[config.mk]
export PLATFORM = sky130hd
export DESIGN_NAME = spi_eeprom_front
export DESIGN_NICKNAME = d
export VERILOG_FILES = /design/src/rtl/spi_eeprom_front.sv
export SDC_FILE = /design/constraint.sdc
export NUM_CORES = 1
export LEC_CHECK = 0
export BUFFER_PORTS_ARGS = -buffer_cell sky130_fd_sc_hd__buf_2
export CAP_MARGIN = 40
export CORE_MARGIN = 2
export CORE_UTILIZATION = 52
export DETAILED_ROUTE_END_ITERATION = 6
export GPL_TIMING_DRIVEN = 0
export PLACE_DENSITY = 0.75
export REMOVE_ABC_BUFFERS = 1
export SLEW_MARGIN = 20
export SYNTH_ARGS = -nofsm -noshare
export SYNTH_HDL_FRONTEND = slang
export SYNTH_SLANG_ARGS = --single-unit
[constraint.sdc]
create_clock -name clk -period 1.6 [get_ports clk]
set_input_delay 0.08 -clock clk [delete_from_list [all_inputs] [get_ports clk]]
set_output_delay 0.08 -clock clk [all_outputs]
set_load 0.05 [all_outputs]
[src/rtl/spi_eeprom_front.sv]
module spi_eeprom_front #(
  parameter int W_CYC = 2000
) (
  input  logic        clk,
  input  logic        rst_n,
  input  logic        spi_csb,
  input  logic        spi_sck,
  input  logic        spi_si,
  output logic        spi_so,
  output logic        mem_rd,
  output logic        mem_wr,
  output logic [15:0] mem_addr,
  output logic [7:0]  mem_wdata,
  input  logic [7:0]  mem_rdata
);
  localparam int BW = $clog2(W_CYC + 1);
  localparam logic [7:0] OP_WRSR = 8'h01, OP_WRITE = 8'h02, OP_READ = 8'h03,
                         OP_WRDI = 8'h04, OP_RDSR  = 8'h05, OP_WREN  = 8'h06;

  logic          csb_q, sck_q, so_q, rd_pend, wel;
  logic [5:0]    cnt, user;
  logic [7:0]    sh, op, out_sh;
  logic [BW-1:0] busy_cnt;

  wire       wip      = busy_cnt != '0;
  wire       sck_rise = spi_sck & ~sck_q;
  wire       sck_fall = ~spi_sck & sck_q;
  wire       csb_rise = spi_csb & ~csb_q;
  wire [7:0] sh_nxt   = {sh[6:0], spi_si};
  wire [7:0] status   = {user, wel, wip};

  assign spi_so = so_q;

  always_ff @(posedge clk) begin
    if (!rst_n) begin
      csb_q <= 1'b1; sck_q <= 1'b0; so_q <= 1'b0; rd_pend <= 1'b0; wel <= 1'b0;
      cnt <= '0; user <= '0; sh <= '0; op <= '0; out_sh <= '0; busy_cnt <= '0;
      mem_rd <= 1'b0; mem_wr <= 1'b0; mem_addr <= '0; mem_wdata <= '0;
    end else begin
      csb_q   <= spi_csb;
      sck_q   <= spi_sck;
      mem_rd  <= 1'b0;
      mem_wr  <= 1'b0;
      rd_pend <= mem_rd;
      if (wip) begin
        busy_cnt <= busy_cnt - 1'b1;
        if (busy_cnt == BW'(1)) wel <= 1'b0;
      end
      if (rd_pend) out_sh <= mem_rdata;
      if (spi_csb) begin
        cnt    <= '0;
        out_sh <= '0;
        so_q   <= 1'b0;
      end else begin
        if (sck_rise) begin
          sh <= sh_nxt;
          if (cnt != 6'd63) cnt <= cnt + 1'b1;
          if (cnt == 6'd7) op <= sh_nxt;
          if (cnt == 6'd7 && sh_nxt == OP_RDSR) out_sh <= status;
          if (cnt >= 6'd8 && cnt <= 6'd23) mem_addr <= {mem_addr[14:0], spi_si};
          if (cnt == 6'd23 && op == OP_READ && !wip) mem_rd <= 1'b1;
        end
        if (sck_fall) begin
          so_q   <= out_sh[7];
          out_sh <= {out_sh[6:0], 1'b0};
        end
      end
      if (csb_rise && !wip) begin
        case (op)
          OP_WREN: if (cnt >= 6'd8) wel <= 1'b1;
          OP_WRDI: if (cnt >= 6'd8) wel <= 1'b0;
          OP_WRITE:
            if (cnt == 6'd32 && wel) begin
              mem_wr    <= 1'b1;
              mem_wdata <= sh;
              busy_cnt  <= BW'(W_CYC);
            end
          OP_WRSR:
            if (cnt == 6'd16 && wel) begin
              user     <= sh[7:2];
              busy_cnt <= BW'(W_CYC);
            end
          default: ;
        endcase
      end
    end
  end
endmodule


* After elaboration in Yosys (flattened, before gate mapping)
Index checks and enable logic that the tools add are counted.
Cells by class: add/subtract/negate cells 2, magnitude comparators 2, eq/ne operators 12, muxes and demuxes 17, bitwise logic cells 9, reduce and logical (&&, ||, !) cells 19
Operators with widths (count):
- $mux 11 | 4
- $mux 8 | 4
- $eq 8x3->1 const B | 3
- $pmux 11 s2 | 1
- $eq 8x2->1 const B | 2
- $reduce_and 3->1 | 5
- $eq 6x5->1 const B | 2
- $eq 11x1->1 const B | 1
- $reduce_bool 11->1 | 1
- $sub 11x1->11 const B | 1
- $eq 8x1->1 const B | 1
- $logic_and 1x1->1 | 7
- $mux 1 | 7
- $add 6x1->6 const B | 1
- $eq 6x3->1 const B | 1
- $eq 6x6->1 const B | 1
- $ge 6x4->1 const B | 1
- $le 6x5->1 const B | 1
- $ne 6x6->1 const B | 1
- $not 1->1 | 6
- $reduce_or 3->1 | 2
- $reduce_and 2->1 | 2
- $and 1x1->1 | 3
- $pmux 1 s2 | 1
- other kinds (2) | 2
Storage, ports and cells: flip-flop bits (word level) 78, output and inout port bits 27

* Longest topological paths before layout
Gate-level depths: netlist (run 1).
depth in word-level cells 6, depth in mapped cells 8, mapped depth without buffers 6

* Worst setup path after synthesis (run 1)
Ideal clock, no wire load.
kind reg-to-reg, start reg busy_cnt[0], end reg busy_cnt[5], library setup time 0.070 ns, arrival 1.646 ns, data required time 1.530 ns, slack -0.116 ns, stages on the path, launching flop included 7, buffers on the path 0, clock period less this slack 1.716 ns, path through dfxtp_1 inv_1 ha_1 nor2b_1 nand4_1 or3b_2 a21oi_1
On the way: longest elaborated chain between the ends 5, elaborated cells between the ends (all ways) 9, those cells by class add/sub: 1; mux: 5; reduce/logical: 3
Ends and longest elaborated chain:
- start, declared | RTL line 23 | logic [BW-1:0] busy_cnt;
- start signal, assigned | RTL line 46 | busy_cnt <= busy_cnt - 1'b1;
- start signal, assigned | RTL line 76 | busy_cnt <= BW'(W_CYC);
- start signal, assigned | RTL line 81 | busy_cnt <= BW'(W_CYC);
- $sub 11x1->11 or $reduce_bool 11->1 (tied branches) | RTL line 46, 25
- $mux 11 | RTL line 45 | if (wip) begin
- $mux 11, on equally long branches | RTL line 79, 73
- $pmux 11 s2 | RTL line 69 | case (op)
- $mux 11 (*) | RTL line 68 | if (csb_rise && !wip) begin
Mark *: on every way between the ends. The rest lies on a longest branch, timed or not. A chain may end at the register's enable or synchronous reset.

* Final worst setup path (run 1)
start reg busy_cnt[1], end reg busy_cnt[6]
The elaborated chain is that of the path after synthesis.

==> results.yml, run 1 <==
status:
  status: "finished with violations"
  violations: "setup timing"
placed_design:
  dpl.cell_count: 467
  place_worst_setup_slack_ns: -0.602
  port_buffers: 39
  gp_congestion: 0.802
  hpwl_mm: 4.85
layout:
  layout.nets: 452
  final_common_cell: "dfxtp_1"
  final_cell_mix: "dfxtp_1 (68), nor2_1 (39), buf_2 (39)"
  syn_to_final_growth_pct: 27.8
  utilization_pct: 69.9
  diodes: 0
  layoutNonFillerInstCount: 515
  drive_gt1_share_pct: 34.7
route:
  vias: 3032
  drt.antenna.violating_nets: 0
  drt-initial-drc-count: 275
  drcViolationCount: 0
  viasPerCell: 5.89
  wl_mm: 8.41
  dr.pass1.iters: 5
  wl_per_cell_um: 16.3
timing:
  tightest_slew_ns: 0.599
  clock.fmax_ghz: 0.552
  hold_violations: 0
  slew_viol_final: 0
  slew_headroom_pct: 59.7
  period_share_pct: 113
  grt_setup_unrepaired: "true"
  skew_ns: 0.00879
  setup_violations: 27
  layout_setup_ws_ns: -0.212
  layout_min_cycle_time_ns: 1.81
synth:
  synth_cell_types: 52
  syn_area_um2: 3510
  async_reset_ff_share_pct: 0
  ys_ff_latch: 78
  synth_edf_count: 0
  ys_seq_area_share_pct: 44.5
  ys_warn_count: 0
  synth_flop_cell: "dfxtp_1"
  syn_area_per_cell_um2: 9.43
  syn-instance-count: 372
worst_setup_path:
  critPathArrivalTime_ns: 2.08
  critPathMaxStageDelay_ns: 0.46
  cp.required_ns: 1.87
  r2r_start: "busy_cnt[1]"
  worstRegToRegCells: 7
  cp_slowest_cell: "or3_4"
  r2r_end: "busy_cnt[6]"
  r2r_setup_slack_ns: -0.21
  path_cells: "inv_4 -> buf_6 -> ha_4 -> and4bb_2 -> nand4_4 -> or3_4 -> a31oi_1"
  cp_top_family: "simple AND/OR/NAND/NOR gates"
  cp_num_buf_inv: 2
  critPathKind: "flop to flop"
  crit_path_end_kind: "flop"
  cp_max_fo: 6
  cp-start-kind: "flop"
grt:
  grt_usage_pct: 22.3
  grt_pass1_wl_mm: 13.1
  grt_pass1_vias: 2759
  antenna_found_initial: 0
  grt_overflow: 0
  grt_max_degree: 40
die:
  ios: 40
  num_rows: 29
  core_um2: 6420
  die_x_um: 86.2
  initial_core_util_pct: 54.6
  die_h_um: 86.2
  die-area_um2: 7420
clocking:
  clock_latency_ns: 0.35
  tritoncts: "built"
  cts_buffers: 9
  cts_max_level: 3
  cts_buffer_depth: 2
  ctsHoldBuffers: 0
  clkTransAtPathRegs_ns: 0.08
  cts-root-buf: "clkbuf_8"
  cts_sinks: 78
power:
  p_per_area_nw_per_um2: 1410
  p_leak_nw: 1.69
  vdd_drop_max_mv: 0.675
min_path:
  min_to: "sh[0]"
  hp-start: "spi_si"
  hold_class: "input pin to flop"
  whs_path_depth: 3
run:
  maxCapViolCount: 0
[synth_stat cells (2+ instances only)]
| cell type | n | share of area [%] |
|---|---|---|
| buf_2 | 7 | 1.0 |
| dfxtp_1 | 78 | 44 |
| inv_1 | 7 | 0.75 |
| a21oi_1 | 31 | 4.4 |
| and4bb_1 | 2 | 0.71 |
| buf_4 | 4 | 0.86 |
| or4_1 | 2 | 0.43 |
| xnor2_1 | 7 | 1.7 |
| a31oi_1 | 2 | 0.36 |
| nand2_1 | 23 | 2.5 |
| a211oi_1 | 3 | 0.64 |
| nor2_1 | 39 | 4.2 |
| o21ai_0 | 30 | 4.3 |
| o31ai_1 | 4 | 0.86 |
| clkbuf_1 | 8 | 0.86 |
| mux2_2 | 7 | 2.2 |
| and2_1 | 3 | 0.53 |
| and4bb_2 | 3 | 1.1 |
| nor3_1 | 3 | 0.43 |
| nor4_4 | 2 | 1.2 |
| and3_1 | 2 | 0.36 |
| nand2b_1 | 6 | 1.1 |
| a211o_1 | 2 | 0.50 |
| or3_1 | 2 | 0.36 |
| nand4_2 | 2 | 0.71 |
| nand3_1 | 2 | 0.29 |
| mux2i_1 | 36 | 10 |
| a2111oi_0 | 3 | 0.75 |
| nor4_1 | 5 | 0.89 |
| ha_1 | 5 | 1.8 |
| buf_6 | 3 | 0.96 |
| nand4_1 | 19 | 3.4 |
[worst min-delay path, cell delays in order]
cell and delay [ns]:
buf_2 0.13, nand2_1 0.06, a21oi_1 0.05
[registers in the layout, summed over array words and instances, names as in the netlist, 6 cells and up]
register   cells
mem_addr      16
busy_cnt      11
mem_wdata      8
op             8
out_sh         8
sh             8
cnt            6
user           6
[cell type report]
cell class | instances | area (µm²)
multi-input cells | 263 | 2030
flip-flops and latches | 78 | 1580
inverters | 8 | 32.5
clock buffers | 9 | 124
clock inverters | 6 | 134
fillers | 465 | 1940
repair buffers | 74 | 489
well taps | 77 | 96.3
[kinds of logic (layout without fill, tap and decap cells)]
kind of cell / Yosys count / in the layout / synth area share (%)
compound gates: 77 / 77 / 12.3
xor+xnor: 7 / 7 / 1.75
fa+ha+maj: 5 / 5 / 1.78
buf+inv: 31 / 97 / 4.63
flops: 78 / 78 / 44.5
mux: 43 / 43 / 12.5
simple gates: 131 / 131 / 22.5
[power breakdown]
group          leakage (nW)  switching [W]  internal (W)
clock network         0.130       0.000719       0.00119
logic                 0.924       0.000969       0.00113
registers             0.636       0.000242       0.00209
total                  1.69        0.00193       0.00441
[through the flow]
| step | instance area, µm² | hold slack (ns) | TNS (ns) | power (W) |
|---|---|---|---|---|
| after floorplan | 3380 | 0.202 | -5.45 | 0.00312 |
| after detailed placement | 3700 | 0.374 | -13.64 | 0.00337 |
| after CTS | 4320 | 0.00840 | -1.08 | 0.00599 |
| after global routing | 4490 | 0.0255 | -5.27 | 0.00663 |
| after global placement | 3670 | 0.361 | -18.53 | 0.00333 |
| final | 4490 | 0.0228 | -3.30 | 0.00634 |
[worst max path at each step]
stage                startpoint            to  slack, ns  depth (start not counted)
floorplan                 sck_q  mem_addr[10]      -0.21                          4
CTS                 busy_cnt[1]   busy_cnt[9]      -0.12                          7
global placement    busy_cnt[0]   busy_cnt[0]      -0.56                          6
detailed placement  busy_cnt[0]   busy_cnt[0]      -0.60                          6
global route        busy_cnt[1]       user[0]      -0.28                          9
finish              busy_cnt[1]   busy_cnt[6]      -0.21                          7
[what timing repair did]
| item | CTS | global route |
|---|---|---|
| pin swaps | 13 | 12 |
| hold endpoints to repair | 0 | 0 |
| setup endpoints to repair | 54 | 61 |
| buffers inserted | 22 | 11 |
| resized for setup | 51 | 32 |
[layer usage]
layer / track usage (%) / wire, µm / share of wire (%)
met5: 0 / 0 / 0
met4: 9.38 / 136 / 1.6
met3: 5.77 / 446 / 5.3
met2: 35.1 / 4000 / 47
met1: 29.0 / 3830 / 46
No activity file was read; power rests on OpenSTA's default activity.
==> run 2: changes to the inputs <==
CORE_MARGIN = 5   (was 2)
==> results.yml, run 2 (synthesized netlist as in run 1, its figures left out) <==
grt:
  grt_max_degree: 54
  grt_usage_pct: 18.3
  grt_pass1_vias: 2753
  antenna_found_initial: 0
  grt_pass1_wl_mm: 12.7
  grt_overflow: 0
worst_setup_path:
  critPathArrivalTime_ns: 1.96
  cp.required_ns: 1.83
  crit_path_end_kind: "flop"
  cp_max_fo: 5
  cp_slowest_cell: "or4_4"
  cp-start-kind: "flop"
  critPathMaxStageDelay_ns: 0.55
  path_cells: "or4_4 -> or4_4 -> mux2i_1 -> a21oi_1"
  path_common_cell: "or4_4"
  critPathKind: "flop to flop"
timing:
  hold_violations: 0
  slew_viol_final: 0
  setup_violations: 16
  clock.fmax_ghz: 0.579
  layout_setup_ws_ns: -0.127
  period_share_pct: 108
  skew_ns: 0.0143
  layout_min_cycle_time_ns: 1.73
  grt_setup_unrepaired: "true"
  tightest_slew_ns: 0.522
  slew_headroom_pct: 65.1
  fin_tns_setup_ns: -0.545
route:
  drt-initial-drc-count: 253
  drt.antenna.violating_nets: 0
  wl_mm: 8.25
  vias: 2961
  wl_per_cell_um: 16.3
  viasPerCell: 5.85
  dr.pass1.iters: 4
  drcViolationCount: 0
layout:
  final_common_cell: "dfxtp_1"
  syn_to_final_growth_pct: 26.9
  top_register: "mem_addr"
  final.fill_count: 521
  drive_gt1_share_pct: 36.4
  final_cell_mix: "dfxtp_1 (60), buf_2 (39), nor2_1 (38)"
  largest_register_ffs: 16
  diodes: 0
  top_regs: "mem_addr x16, busy_cnt x11"
  layout.nets: 440
die:
  die_h_um: 92.2
  ios: 40
  num_rows: 30
  core_um2: 6680
  die-area_um2: 8490
  die_x_um: 92.2
  initial_core_util_pct: 52.5
run:
  maxCapViolCount: 0
clocking:
  cts_max_level: 3
  cts-root-buf: "clkbuf_8"
  clkTransAtPathRegs_ns: 0.08
  tritoncts: "built"
  cts_buffers: 9
  ctsHoldBuffers: 0
  cts_sinks: 78
  cts_buffer_depth: 2
  clock_latency_ns: 0.35
placed_design:
  hpwl_mm: 4.92
  port_buffers: 39
  gp_congestion: 0.849
  place_worst_setup_slack_ns: -0.565
power:
  power.total_w: 0.00597
  vdd_drop_max_mv: 0.695
  p_leak_nw: 1.63
  p_per_area_nw_per_um2: 1340
status:
  violations: "setup timing"
  status: "finished with violations"
min_path:
  hold_class: "input pin to flop"
run 2: changes by cell type in the layout (fill, tap and decap cells not counted), moves of 2 or more:
| cell | change |
|---|---|
| o21ai_1 | -7 |
| and4bb_4 | +2 |
| clkbuf_8 | +2 |
| buf_4 | -14 |
| o21ai_0 | +5 |
| bufinv_16 | -2 |
| dfxtp_1 | -8 |
| dfxtp_2 | +7 |
| o21ai_2 | +3 |
run 2: report_power, final:
| part | internal (W) | total (W) | leakage [nW] | switching (W) |
|---|---|---|---|---|
| logic | 0.000997 | 0.00196 | 0.876 | 0.000958 |
| registers | 0.00211 | 0.00237 | 0.640 | 0.000260 |
| clock network | 0.000950 | 0.00164 | 0.115 | 0.000691 |
| total | 0.00406 | 0.00597 | 1.63 | 0.00191 |
run 2: path summary, 6_finish.rpt:
check	endpoint	slack, ns	start	cells after the start
max reg2reg	busy_cnt[9]	-0.13	busy_cnt[1]	4
min reg2reg	out_sh[6]	0.46	out_sh[5]	2
min	sh[0]	0.01	spi_si	3
max	busy_cnt[9]	-0.13	busy_cnt[1]	4
run 2: routing by layer:
| layer | up-vias | GRT usage [%] | routed length (µm) |
|---|---|---|---|
| met1 | 1417 | 23.1 | 3720 |
| met4 | 0 | 7.92 | 107 |
| li1 | 1454 | - | - |
| met5 | - | 0 | 0 |
| met2 | 78 | 29.5 | 3990 |
| met3 | 12 | 4.51 | 439 |
run 2: final cells by class:
| cell class | count | area (µm²) | share of cell area [%] |
|---|---|---|---|
| clock inverters | 4 | 70.1 | 1.57 |
| clock buffers | 11 | 151 | 3.40 |
| multi-input cells | 264 | 2100 | 47.3 |
| inverters | 8 | 35.0 | 0.787 |
| well taps | 80 | 100 | 2.25 |
| repair buffers | 61 | 395 | 8.88 |
| flip-flops and latches | 78 | 1600 | 35.9 |
run 2: worst max-delay path, delay by kind of cell, from the launching register on:
kind / cells / cell delay (ns)
AND/OR/NAND/NOR: 2 / 0.98
AO/OA/AOI/OAI: 1 / 0.09
flip-flops: 1 / 0.37
multiplexers: 1 / 0.18
run 2: timing repair:
| action | in CTS | in global routing |
|---|---|---|
| cloned | 0 | 1 |
| endpoints found under the hold margin | 0 | 0 |
| pin swaps | 9 | 21 |
| endpoints found under the setup margin | 56 | 58 |
| buffers inserted | 12 | 8 |
| resized for setup | 46 | 57 |
run 2: stage by stage:
step           hold slack, ns  cells  util [%]  cell area (µm²)
2_1_floorplan           0.202    349         -             3380
3_3_place_gp            0.361    468      55.0             3670
3_5_place_dp            0.371    469      55.1             3680
4_1_cts               0.00163    496      62.2             4150
5_1_grt               0.00578    506      66.6             4450
6_report              0.00972    506      66.6             4450
